**config.mk**
```make
export PLATFORM = sky130hd
export DESIGN_NAME = miss_entry
export DESIGN_NICKNAME = d
export VERILOG_FILES = /design/src/rtl/miss_entry_pkg.sv /design/src/rtl/miss_tgt_fifo.sv /design/src/rtl/miss_defer_rule.sv /design/src/rtl/miss_entry.sv
export SDC_FILE = /design/constraint.sdc
export NUM_CORES = 1
export LEC_CHECK = 0
export BUFFER_PORTS_ARGS = -buffer_cell sky130_fd_sc_hd__buf_2
export CAP_MARGIN = 40
export CORE_MARGIN = 2
export CORE_UTILIZATION = 35
export DETAILED_ROUTE_END_ITERATION = 8
export GPL_TIMING_DRIVEN = 0
export PLACE_DENSITY = 0.66
export SYNTH_ARGS = -nofsm -noshare
export SYNTH_HDL_FRONTEND = slang
export SYNTH_SLANG_ARGS = --single-unit
export TNS_END_PERCENT = 100
```
**constraint.sdc**
```tcl
create_clock -name clk -period 4.2 [get_ports clk]
set_clock_uncertainty 0.05 [all_clocks]
set_input_delay 0.21 -clock clk [delete_from_list [all_inputs] [get_ports clk]]
set_output_delay 0.21 -clock clk [all_outputs]
set_load 0.1 [all_outputs]
```
**src/rtl/miss_entry_pkg.sv**
```systemverilog
package miss_entry_pkg;

    localparam int ORD_W = 8;

    typedef enum logic [3:0] {
        MC_READ       = 4'd0,
        MC_READ_EX    = 4'd1,
        MC_UPGRADE    = 4'd2,
        MC_SC_UPGRADE = 4'd3,
        MC_STORE_COND = 4'd4,
        MC_PREFETCH   = 4'd5,
        MC_UPG_FAIL   = 4'd6,
        MC_SC_FAIL    = 4'd7,
        MC_WRITE      = 4'd8,
        MC_RSVD9      = 4'd9,
        MC_RSVD10     = 4'd10,
        MC_RSVD11     = 4'd11,
        MC_RSVD12     = 4'd12,
        MC_RSVD13     = 4'd13,
        MC_RSVD14     = 4'd14,
        MC_RSVD15     = 4'd15
    } mcmd_e;

    typedef enum logic [1:0] {
        SRC_CPU   = 2'd0,
        SRC_PREF  = 2'd1,
        SRC_SNOOP = 2'd2,
        SRC_RSVD  = 2'd3
    } msrc_e;

    typedef struct packed {
        mcmd_e             cmd;
        msrc_e             src;
        logic [ORD_W-1:0]  ord;
        logic              pend;
    } mtgt_t;

    function automatic logic cmd_needs_excl(input mcmd_e c);
        case (c)
            MC_READ_EX, MC_UPGRADE, MC_SC_UPGRADE,
            MC_STORE_COND, MC_UPG_FAIL, MC_WRITE: return 1'b1;
            default:                              return 1'b0;
        endcase
    endfunction

    function automatic logic cmd_is_upg(input mcmd_e c);
        return (c == MC_UPGRADE) || (c == MC_SC_UPGRADE) || (c == MC_STORE_COND);
    endfunction

    function automatic mcmd_e cmd_rewrite(input mcmd_e c);
        case (c)
            MC_UPGRADE:    return MC_READ_EX;
            MC_SC_UPGRADE: return MC_UPG_FAIL;
            MC_STORE_COND: return MC_SC_FAIL;
            default:       return c;
        endcase
    endfunction

endpackage

```
**src/rtl/miss_tgt_fifo.sv**
```systemverilog
module miss_tgt_fifo
    import miss_entry_pkg::*;
#(
    parameter  int DEPTH = 4,
    localparam int PTR_W = (DEPTH > 1) ? $clog2(DEPTH) : 1,
    localparam int CNT_W = $clog2(DEPTH + 1)
) (
    input  logic             clk,
    input  logic             rst,
    input  logic             push,
    input  mtgt_t            push_d,
    input  logic             pop,
    input  logic             flag_clr,
    input  logic             excl_force,
    output mtgt_t            head,
    output logic [CNT_W-1:0] count,
    output logic             full,
    output logic             empty,
    output logic             needs_excl,
    output logic             has_upg
);

    mtgt_t            slots [DEPTH];
    logic [PTR_W-1:0] rd_q, wr_q;
    logic [CNT_W-1:0] cnt_q;
    logic             nx_q, upg_q;

    function automatic logic [PTR_W-1:0] bump(input logic [PTR_W-1:0] p);
        return (p == PTR_W'(DEPTH - 1)) ? '0 : p + 1'b1;
    endfunction

    always_ff @(posedge clk) begin
        if (push) slots[wr_q] <= push_d;
    end

    always_ff @(posedge clk) begin
        if (rst) begin
            rd_q  <= '0;
            wr_q  <= '0;
            cnt_q <= '0;
        end else begin
            if (push) wr_q <= bump(wr_q);
            if (pop)  rd_q <= bump(rd_q);
            cnt_q <= cnt_q + CNT_W'(push) - CNT_W'(pop);
        end
    end

    always_ff @(posedge clk) begin
        if (rst || flag_clr) begin
            nx_q  <= 1'b0;
            upg_q <= 1'b0;
        end else begin
            if (excl_force) nx_q <= 1'b1;
            if (push && push_d.src != SRC_SNOOP) begin
                if (cmd_needs_excl(push_d.cmd)) nx_q  <= 1'b1;
                if (cmd_is_upg(push_d.cmd))     upg_q <= 1'b1;
            end
        end
    end

    assign head       = slots[rd_q];
    assign count      = cnt_q;
    assign full       = (cnt_q == CNT_W'(DEPTH));
    assign empty      = (cnt_q == '0);
    assign needs_excl = nx_q;
    assign has_upg    = upg_q;

    // the owner never pushes into a full queue
    p_no_overflow_r11: assert property (@(posedge clk) disable iff (rst)
        push |-> !full);

    // the owner never pops an empty queue
    p_no_underflow_r12: assert property (@(posedge clk) disable iff (rst)
        pop |-> !empty);

endmodule

```
**src/rtl/miss_defer_rule.sv**
```systemverilog
module miss_defer_rule
    import miss_entry_pkg::*;
(
    input  logic  in_svc,
    input  logic  defer_busy,
    input  logic  post_inv,
    input  logic  post_down,
    input  logic  pend_dirty,
    input  logic  is_fwd,
    input  mcmd_e cmd_in,
    output logic  to_defer,
    output mcmd_e cmd_out,
    output logic  pend_out
);

    logic excl_blocked;

    always_comb begin
        excl_blocked = cmd_needs_excl(cmd_in) && (!pend_dirty || post_down || is_fwd);
        to_defer     = in_svc && (defer_busy || post_inv || excl_blocked);
        cmd_out      = (to_defer && post_inv) ? cmd_rewrite(cmd_in) : cmd_in;
        pend_out     = to_defer ? 1'b1 : !in_svc;
    end

endmodule

```
**src/rtl/miss_entry.sv**
```systemverilog
module miss_entry
    import miss_entry_pkg::*;
#(
    parameter  int ADDR_W = 32,
    parameter  int SIZE_W = 8,
    parameter  int TIME_W = 16,
    parameter  int DEPTH  = 4,
    localparam int CNT_W  = $clog2(DEPTH + 1),
    localparam int TOT_W  = $clog2(2 * DEPTH + 1)
) (
    input  logic              clk,
    input  logic              rst,
    input  logic              alloc_valid,
    input  logic [ADDR_W-1:0] alloc_addr,
    input  logic [SIZE_W-1:0] alloc_size,
    input  logic [TIME_W-1:0] alloc_ready,
    input  logic [ORD_W-1:0]  alloc_order,
    input  logic [3:0]        alloc_cmd,
    input  logic              alloc_fwd,
    input  logic              add_valid,
    input  logic [3:0]        add_cmd,
    input  logic [ORD_W-1:0]  add_order,
    input  logic              svc_valid,
    input  logic              svc_mem_inhibit,
    input  logic              svc_shared,
    input  logic              post_inv_set,
    input  logic              post_down_set,
    input  logic              fill_valid,
    input  logic              fill_shared,
    input  logic              pop_valid,
    input  logic              dealloc_valid,
    output logic              busy,
    output logic              in_service,
    output logic              pending_dirty,
    output logic              post_inv,
    output logic              post_down,
    output logic [ADDR_W-1:0] entry_addr,
    output logic [SIZE_W-1:0] entry_size,
    output logic [TIME_W-1:0] entry_ready,
    output logic [ORD_W-1:0]  entry_order,
    output logic              head_valid,
    output logic [3:0]        head_cmd,
    output logic [1:0]        head_src,
    output logic [ORD_W-1:0]  head_order,
    output logic              head_pend,
    output logic [CNT_W-1:0]  prim_count,
    output logic [CNT_W-1:0]  defer_count,
    output logic [TOT_W-1:0]  total_targets,
    output logic              prim_needs_excl,
    output logic              prim_has_upg,
    output logic              add_deferred,
    output logic              add_stall,
    output logic              promote,
    output logic              merging
);

    logic              busy_q, in_svc_q, pdirty_q, pinv_q, pdown_q, fwd_q, sel_q, merging_q;
    logic [ADDR_W-1:0] addr_q;
    logic [SIZE_W-1:0] size_q;
    logic [TIME_W-1:0] ready_q;
    logic [ORD_W-1:0]  order_q;
    logic [TOT_W-1:0]  total_q;

    logic              q_push  [2];
    mtgt_t             q_pd    [2];
    logic              q_pop   [2];
    logic              q_clr   [2];
    logic              q_xf    [2];
    mtgt_t             q_head  [2];
    logic [CNT_W-1:0]  q_cnt   [2];
    logic              q_full  [2];
    logic              q_empty [2];
    logic              q_nx    [2];
    logic              q_upg   [2];

    logic  pri, dfr;
    logic  to_defer, add_pend;
    mcmd_e add_cmd_fix;
    logic  alloc_go, add_go, pop_go, svc_go, dealloc_go;
    logic  merge_start, merge_move, merge_done, promote_go, dest_full, any_req;
    mtgt_t alloc_tgt, add_tgt, move_tgt;

    assign pri = sel_q;
    assign dfr = ~sel_q;

    miss_defer_rule u_rule (
        .in_svc     (in_svc_q),
        .defer_busy (!q_empty[dfr]),
        .post_inv   (pinv_q),
        .post_down  (pdown_q),
        .pend_dirty (pdirty_q),
        .is_fwd     (fwd_q),
        .cmd_in     (mcmd_e'(add_cmd)),
        .to_defer   (to_defer),
        .cmd_out    (add_cmd_fix),
        .pend_out   (add_pend)
    );

    for (genvar g = 0; g < 2; g++) begin : g_queue
        miss_tgt_fifo #(.DEPTH(DEPTH)) u_fifo (
            .clk        (clk),
            .rst        (rst),
            .push       (q_push[g]),
            .push_d     (q_pd[g]),
            .pop        (q_pop[g]),
            .flag_clr   (q_clr[g]),
            .excl_force (q_xf[g]),
            .head       (q_head[g]),
            .count      (q_cnt[g]),
            .full       (q_full[g]),
            .empty      (q_empty[g]),
            .needs_excl (q_nx[g]),
            .has_upg    (q_upg[g])
        );
    end

    always_comb begin
        any_req     = alloc_valid || add_valid || svc_valid || fill_valid || pop_valid;
        alloc_go    = alloc_valid && !busy_q;
        dest_full   = to_defer ? q_full[dfr] : q_full[pri];
        add_go      = add_valid && busy_q && !merging_q && !dest_full;
        pop_go      = pop_valid && busy_q && !q_empty[pri];
        svc_go      = svc_valid && busy_q && !in_svc_q;
        merge_start = fill_valid && busy_q && in_svc_q && !merging_q && !fill_shared
                      && !pinv_q && !pdown_q && q_nx[dfr] && !q_empty[dfr];
        merge_move  = merging_q && !q_empty[dfr] && !q_full[pri];
        merge_done  = merging_q && q_empty[dfr];
        promote_go  = busy_q && !merging_q && q_empty[pri] && !q_empty[dfr] && !any_req;
        dealloc_go  = dealloc_valid && busy_q && q_empty[0] && q_empty[1] && (total_q == '0);

        alloc_tgt.cmd  = mcmd_e'(alloc_cmd);
        alloc_tgt.src  = (mcmd_e'(alloc_cmd) == MC_PREFETCH) ? SRC_PREF : SRC_CPU;
        alloc_tgt.ord  = alloc_order;
        alloc_tgt.pend = 1'b1;

        add_tgt.cmd  = add_cmd_fix;
        add_tgt.src  = SRC_CPU;
        add_tgt.ord  = add_order;
        add_tgt.pend = add_pend;

        move_tgt      = q_head[dfr];
        move_tgt.pend = 1'b0;

        for (int p = 0; p < 2; p++) begin
            q_push[p] = (p[0] == pri) ? (alloc_go || (add_go && !to_defer) || merge_move)
                                      : (add_go && to_defer);
            q_pd[p]   = alloc_go ? alloc_tgt : (merge_move ? move_tgt : add_tgt);
            q_pop[p]  = (p[0] == pri) ? pop_go : merge_move;
            q_clr[p]  = dealloc_go || ((p[0] == pri) ? promote_go : merge_done);
            q_xf[p]   = (p[0] == pri) && merge_start;
        end
    end

    always_ff @(posedge clk) begin
        if (rst) begin
            busy_q    <= 1'b0;
            in_svc_q  <= 1'b0;
            pdirty_q  <= 1'b0;
            pinv_q    <= 1'b0;
            pdown_q   <= 1'b0;
            fwd_q     <= 1'b0;
            sel_q     <= 1'b0;
            merging_q <= 1'b0;
            addr_q    <= '0;
            size_q    <= '0;
            ready_q   <= '0;
            order_q   <= '0;
            total_q   <= '0;
        end else if (alloc_go) begin
            busy_q    <= 1'b1;
            in_svc_q  <= 1'b0;
            pdirty_q  <= 1'b0;
            pinv_q    <= 1'b0;
            pdown_q   <= 1'b0;
            fwd_q     <= alloc_fwd;
            merging_q <= 1'b0;
            addr_q    <= alloc_addr;
            size_q    <= alloc_size;
            ready_q   <= alloc_ready;
            order_q   <= alloc_order;
            total_q   <= TOT_W'(1);
        end else if (dealloc_go) begin
            busy_q    <= 1'b0;
            in_svc_q  <= 1'b0;
            pdirty_q  <= 1'b0;
            pinv_q    <= 1'b0;
            pdown_q   <= 1'b0;
            merging_q <= 1'b0;
        end else begin
            total_q <= total_q + TOT_W'(add_go) - TOT_W'(pop_go);
            if (svc_go) begin
                in_svc_q <= 1'b1;
                pdirty_q <= q_nx[pri] || (svc_mem_inhibit && !svc_shared);
                pinv_q   <= 1'b0;
                pdown_q  <= 1'b0;
            end else begin
                if (post_inv_set && busy_q && in_svc_q)  pinv_q  <= 1'b1;
                if (post_down_set && busy_q && in_svc_q) pdown_q <= 1'b1;
            end
            if (merge_start) merging_q <= 1'b1;
            if (merge_done)  merging_q <= 1'b0;
            if (promote_go) begin
                sel_q    <= ~sel_q;
                order_q  <= q_head[dfr].ord;
                in_svc_q <= 1'b0;
                pdirty_q <= 1'b0;
                pinv_q   <= 1'b0;
                pdown_q  <= 1'b0;
            end
        end
    end

    assign busy            = busy_q;
    assign in_service      = in_svc_q;
    assign pending_dirty   = pdirty_q;
    assign post_inv        = pinv_q;
    assign post_down       = pdown_q;
    assign entry_addr      = addr_q;
    assign entry_size      = size_q;
    assign entry_ready     = ready_q;
    assign entry_order     = order_q;
    assign head_valid      = !q_empty[pri];
    assign head_cmd        = q_head[pri].cmd;
    assign head_src        = q_head[pri].src;
    assign head_order      = q_head[pri].ord;
    assign head_pend       = q_head[pri].pend;
    assign prim_count      = q_cnt[pri];
    assign defer_count     = q_cnt[dfr];
    assign total_targets   = total_q;
    assign prim_needs_excl = q_nx[pri];
    assign prim_has_upg    = q_upg[pri];
    assign add_deferred    = add_go && to_defer;
    assign add_stall       = add_valid && !add_go;
    assign promote         = promote_go;
    assign merging         = merging_q;

    // the target count tracks both queues together
    p_count_sum_r7: assert property (@(posedge clk) disable iff (rst)
        total_q == TOT_W'(q_cnt[0]) + TOT_W'(q_cnt[1]));

    // targets wait only behind an issued request
    p_defer_needs_svc_r3: assert property (@(posedge clk) disable iff (rst)
        !in_svc_q |-> q_empty[dfr]);

    // a swap leaves a filled primary queue ready to re-issue
    p_promote_r8: assert property (@(posedge clk) disable iff (rst)
        promote_go |=> (head_valid && !in_svc_q));

    // during a move the primary queue already needs ownership
    p_merge_excl_r9: assert property (@(posedge clk) disable iff (rst)
        merging_q |-> q_nx[pri]);

    // the entry is freed only with no target left
    p_dealloc_r10: assert property (@(posedge clk) disable iff (rst)
        $fell(busy_q) |-> ($past(total_q) == '0));

    // issuing starts with no snoop side effects recorded
    p_svc_r6: assert property (@(posedge clk) disable iff (rst)
        $rose(in_svc_q) |-> (!pinv_q && !pdown_q));

endmodule

```
==> impl_metrics.env <==
export IMPL_cp_required_ns=3.94
export IMPL_area_growth_pct=31.2
export IMPL_whs_path_depth=3
export IMPL_cp_max_fo=10
export IMPL_hold_violations=0
export IMPL_port_buffers=194
export IMPL_cts_path_max_buffers=3
export IMPL_criticalPathCategory="register to output port"
export IMPL_status="finished clean"
export IMPL_drc=0
export IMPL_dpl_cell_area_um2=10900
export IMPL_hpwl_um=19200
export IMPL_tightest_slew_ns=0.917
export IMPL_powerDensity_nw_per_um2=504
export IMPL_layout_min_cycle_time_ns=3.94
export IMPL_tns_ns=0
export IMPL_power_mw=6.23
export IMPL_synth_edff_count=120
export IMPL_root_buffer="clkbuf_16"
export IMPL_yosysTopAreaCell="edfxtp_1"
export IMPL_synth_common_cells="nand2_1 (197), edfxtp_1 (120), dfxtp_1 (98), a21oi_1 (79), nor2_1 (37)"
export IMPL_dp_cells=1368
export IMPL_busiest_layer="met2"
export IMPL_synth_cell_types=59
export IMPL_power_leakage_nw=4.89
export IMPL_hp_class="primary input to register"
export IMPL_ys_warn_count=0
export IMPL_grt_pass1_wl_um=41000
export IMPL_drt_iter0_drc=681
export IMPL_relSlewSlack=0.382
export IMPL_async_flop_share=0
export IMPL_fmax_mhz=254
export IMPL_core_um2=26700
export IMPL_grt_max_degree=16
export IMPL_ir_worst_vdd_v=0.000320
export IMPL_die_area_um2=28200
export IMPL_crit_end="add_deferred"
export IMPL_synth_area_um2=9410
export IMPL_crit_path_start_kind="register"
export IMPL_synth_seq_area_share=0.591
export IMPL_overflow=0
export IMPL_cap_violations=0
export IMPL_use_met2=0.325
export IMPL_ant_nets=0
export IMPL_finalCoreUtilization=0.463
export IMPL_rsz0062_at_grt="false"
export IMPL_setup_viol=0
export IMPL_antenna_found_initial=5
export IMPL_period_share=0.938
export IMPL_vias=7518
export IMPL_setup_worst_path_end_class="output port"
export IMPL_synth_most_common_cell="nand2_1"
export IMPL_fin_area_um2=12300
export IMPL_syn_nets=941
export IMPL_reg2reg_to="g_queue[1].u_fifo.count[2]$_SDFF_PP0_"
export IMPL_cts_repair_resized=0
export IMPL_clk_latency_ns=0.52
export IMPL_ys_seq_elements=218
export IMPL_cts_hold_buffers=67
export IMPL_use_met1=0.233
export IMPL_gp_congestion=0.851
export IMPL_clock_sinks=218
export IMPL_synth_area_leaders="edfxtp_1 (38%), dfxtp_1 (21%), nand2_1 (7.9%)"
export IMPL_maxSlewViolCount=0
export IMPL_reg2regPathDepth=14
export IMPL_die_height_um=168
export IMPL_layout_cells_non_filler=1479
export IMPL_ys_flop_type="edfxtp_1"
export IMPL_initial_utilization=0.353
export IMPL_cts_tree="yes"
export IMPL_grt_use_met3=0.0442
export IMPL_io_pins=195
export IMPL_startpoint="pri$_SDFFE_PP0P_"
export IMPL_grt_pass1_vias=7298
export IMPL_vias_per_cell=5.08
export IMPL_post_cts_buffers=0
export IMPL_die_x_um=168
export IMPL_drive_gt1_frac=0.263
export IMPL_cp_arrival_ns=3.68
export IMPL_r2r_slack_ns=0.52
export IMPL_num_rows=60
export IMPL_synth_top_area_share=0.383
export IMPL_r2r_start="pri$_SDFFE_PP0P_"
export IMPL_syn_avg_cell_area_um2=11.4
export IMPL_htree_levels=1
export IMPL_fill_cells=2370
export IMPL_path_clk_slew_ns=0.06
export IMPL_fin_nets=1235
export IMPL_dr_pass1_iters=5
export IMPL_numCtsBuffers=23
export IMPL_syn_inst=825
export IMPL_wl_um=27300
export IMPL_gr_usage_all_layers=0.188
export IMPL_wl_per_cell_um=18.4
## cell families after synthesis
group / Yosys count / synth area share
AOI/OAI and AO/OA: 134 / 0.0859
xor gates and xnor gates: 10 / 0.00931
adders and majority gates: 22 / 0.0316
buffers and inverters: 73 / 0.0322
DFF: 218 / 0.591
muxes: 59 / 0.104
and+or+nand+nor: 309 / 0.145
## critical path: stages (launching register included)
cell and delay, ns:
dfxtp_1 0.32, buf_4 0.19, buf_1 0.52, clkbuf_1 0.59
clkbuf_1 0.55, a21oi_1 0.13, nor3_1 0.36, buf_2 0.50
## flip-flops by register name, summed over array words and instances, names as in the netlist, named ones only
name and cells:
g_queue.u_fifo.wr_q 4, total_targets 4, merging 1, g_queue.u_fifo.has_upg 2, entry_addr 32, pending_dirty 1, post_inv 1, g_queue.u_fifo.slots 120
in_service 1, busy 1, g_queue.u_fifo.needs_excl 2, entry_ready 16, g_queue.u_fifo.rd_q 4, g_queue.u_fifo.count 6, pri 1, fwd_q 1
entry_order 8, entry_size 8, post_down 1
## worst min-delay path by stage
stage | from | end | slack (ns)
after floorplan | alloc_valid | busy$_SDFFE_PP0P_ | 0.27
after global placement | entry_addr[22]$_SDFFE_PP0P_ | entry_addr[22]$_SDFFE_PP0P_ | 0.39
after detailed placement | entry_addr[22]$_SDFFE_PP0P_ | entry_addr[22]$_SDFFE_PP0P_ | 0.39
after CTS | post_down_set | post_down$_SDFFE_PP0P_ | 0.0006
after global routing | rst | total_targets[0]$_SDFFE_PP0P_ | 0.03
final | post_down_set | post_down$_SDFFE_PP0P_ | 0.01
## per-layer routing
metal,routed length [um],up-vias
met4,673,6
met5,40,-
li1,-,3547
met1,11300,3614
met3,2040,58
met2,13200,293
## report_power, final
part	internal (mW)	leakage [nW]	switching (mW)	total [mW]
logic	0.379	2.61	1.29	1.67
clock network	1.27	0.376	0.829	2.10
registers	2.40	1.90	0.0635	2.46
## placed cells by master (no fill, tap or decap), drive strengths merged, types with 4 or more instances in the layout
master,count
o21ai,16
a21o,4
dfxtp,98
dlygate4sd3,67
nand4,5
clkbuf,56
a21oi,80
ha,19
mux4,30
nor3b,4
edfxtp,120
or3,6
clkinv,9
nor3,16
buf,221
nand3,8
mux2i,21
nand2,197
xnor2,7
a31oi,12
mux2,8
inv,24
nor2b,6
bufinv,4
and3,4
and2,11
nor4,5
nor2,37
## stage by stage
| step | hold WS (ns) | worst slack [ns] |
|---|---|---|
| finish | 0.0138 | 0.260 |
| global route | 0.0313 | 0.0629 |
| CTS | 0.000577 | 0.229 |
| detailed placement | 0.393 | 0.572 |
| global placement | 0.388 | 0.609 |
| floorplan | 0.270 | 0.235 |
## area by class of cell
class | count | area [um^2] | share of cell area
Clock buffer | 26 | 597 | 0.0483
Buffer | 49 | 210 | 0.0170
Antenna cell | 2 | 5.00 | 0.000405
Multi-Input combinational cell | 534 | 3540 | 0.287
Inverter | 24 | 92.6 | 0.00750
Tap cell | 341 | 427 | 0.0345
Clock inverter | 16 | 184 | 0.0149
Sequential cell | 218 | 5570 | 0.451
Timing Repair Buffer | 269 | 1730 | 0.140
No activity file was read; power rests on OpenSTA's default activity.
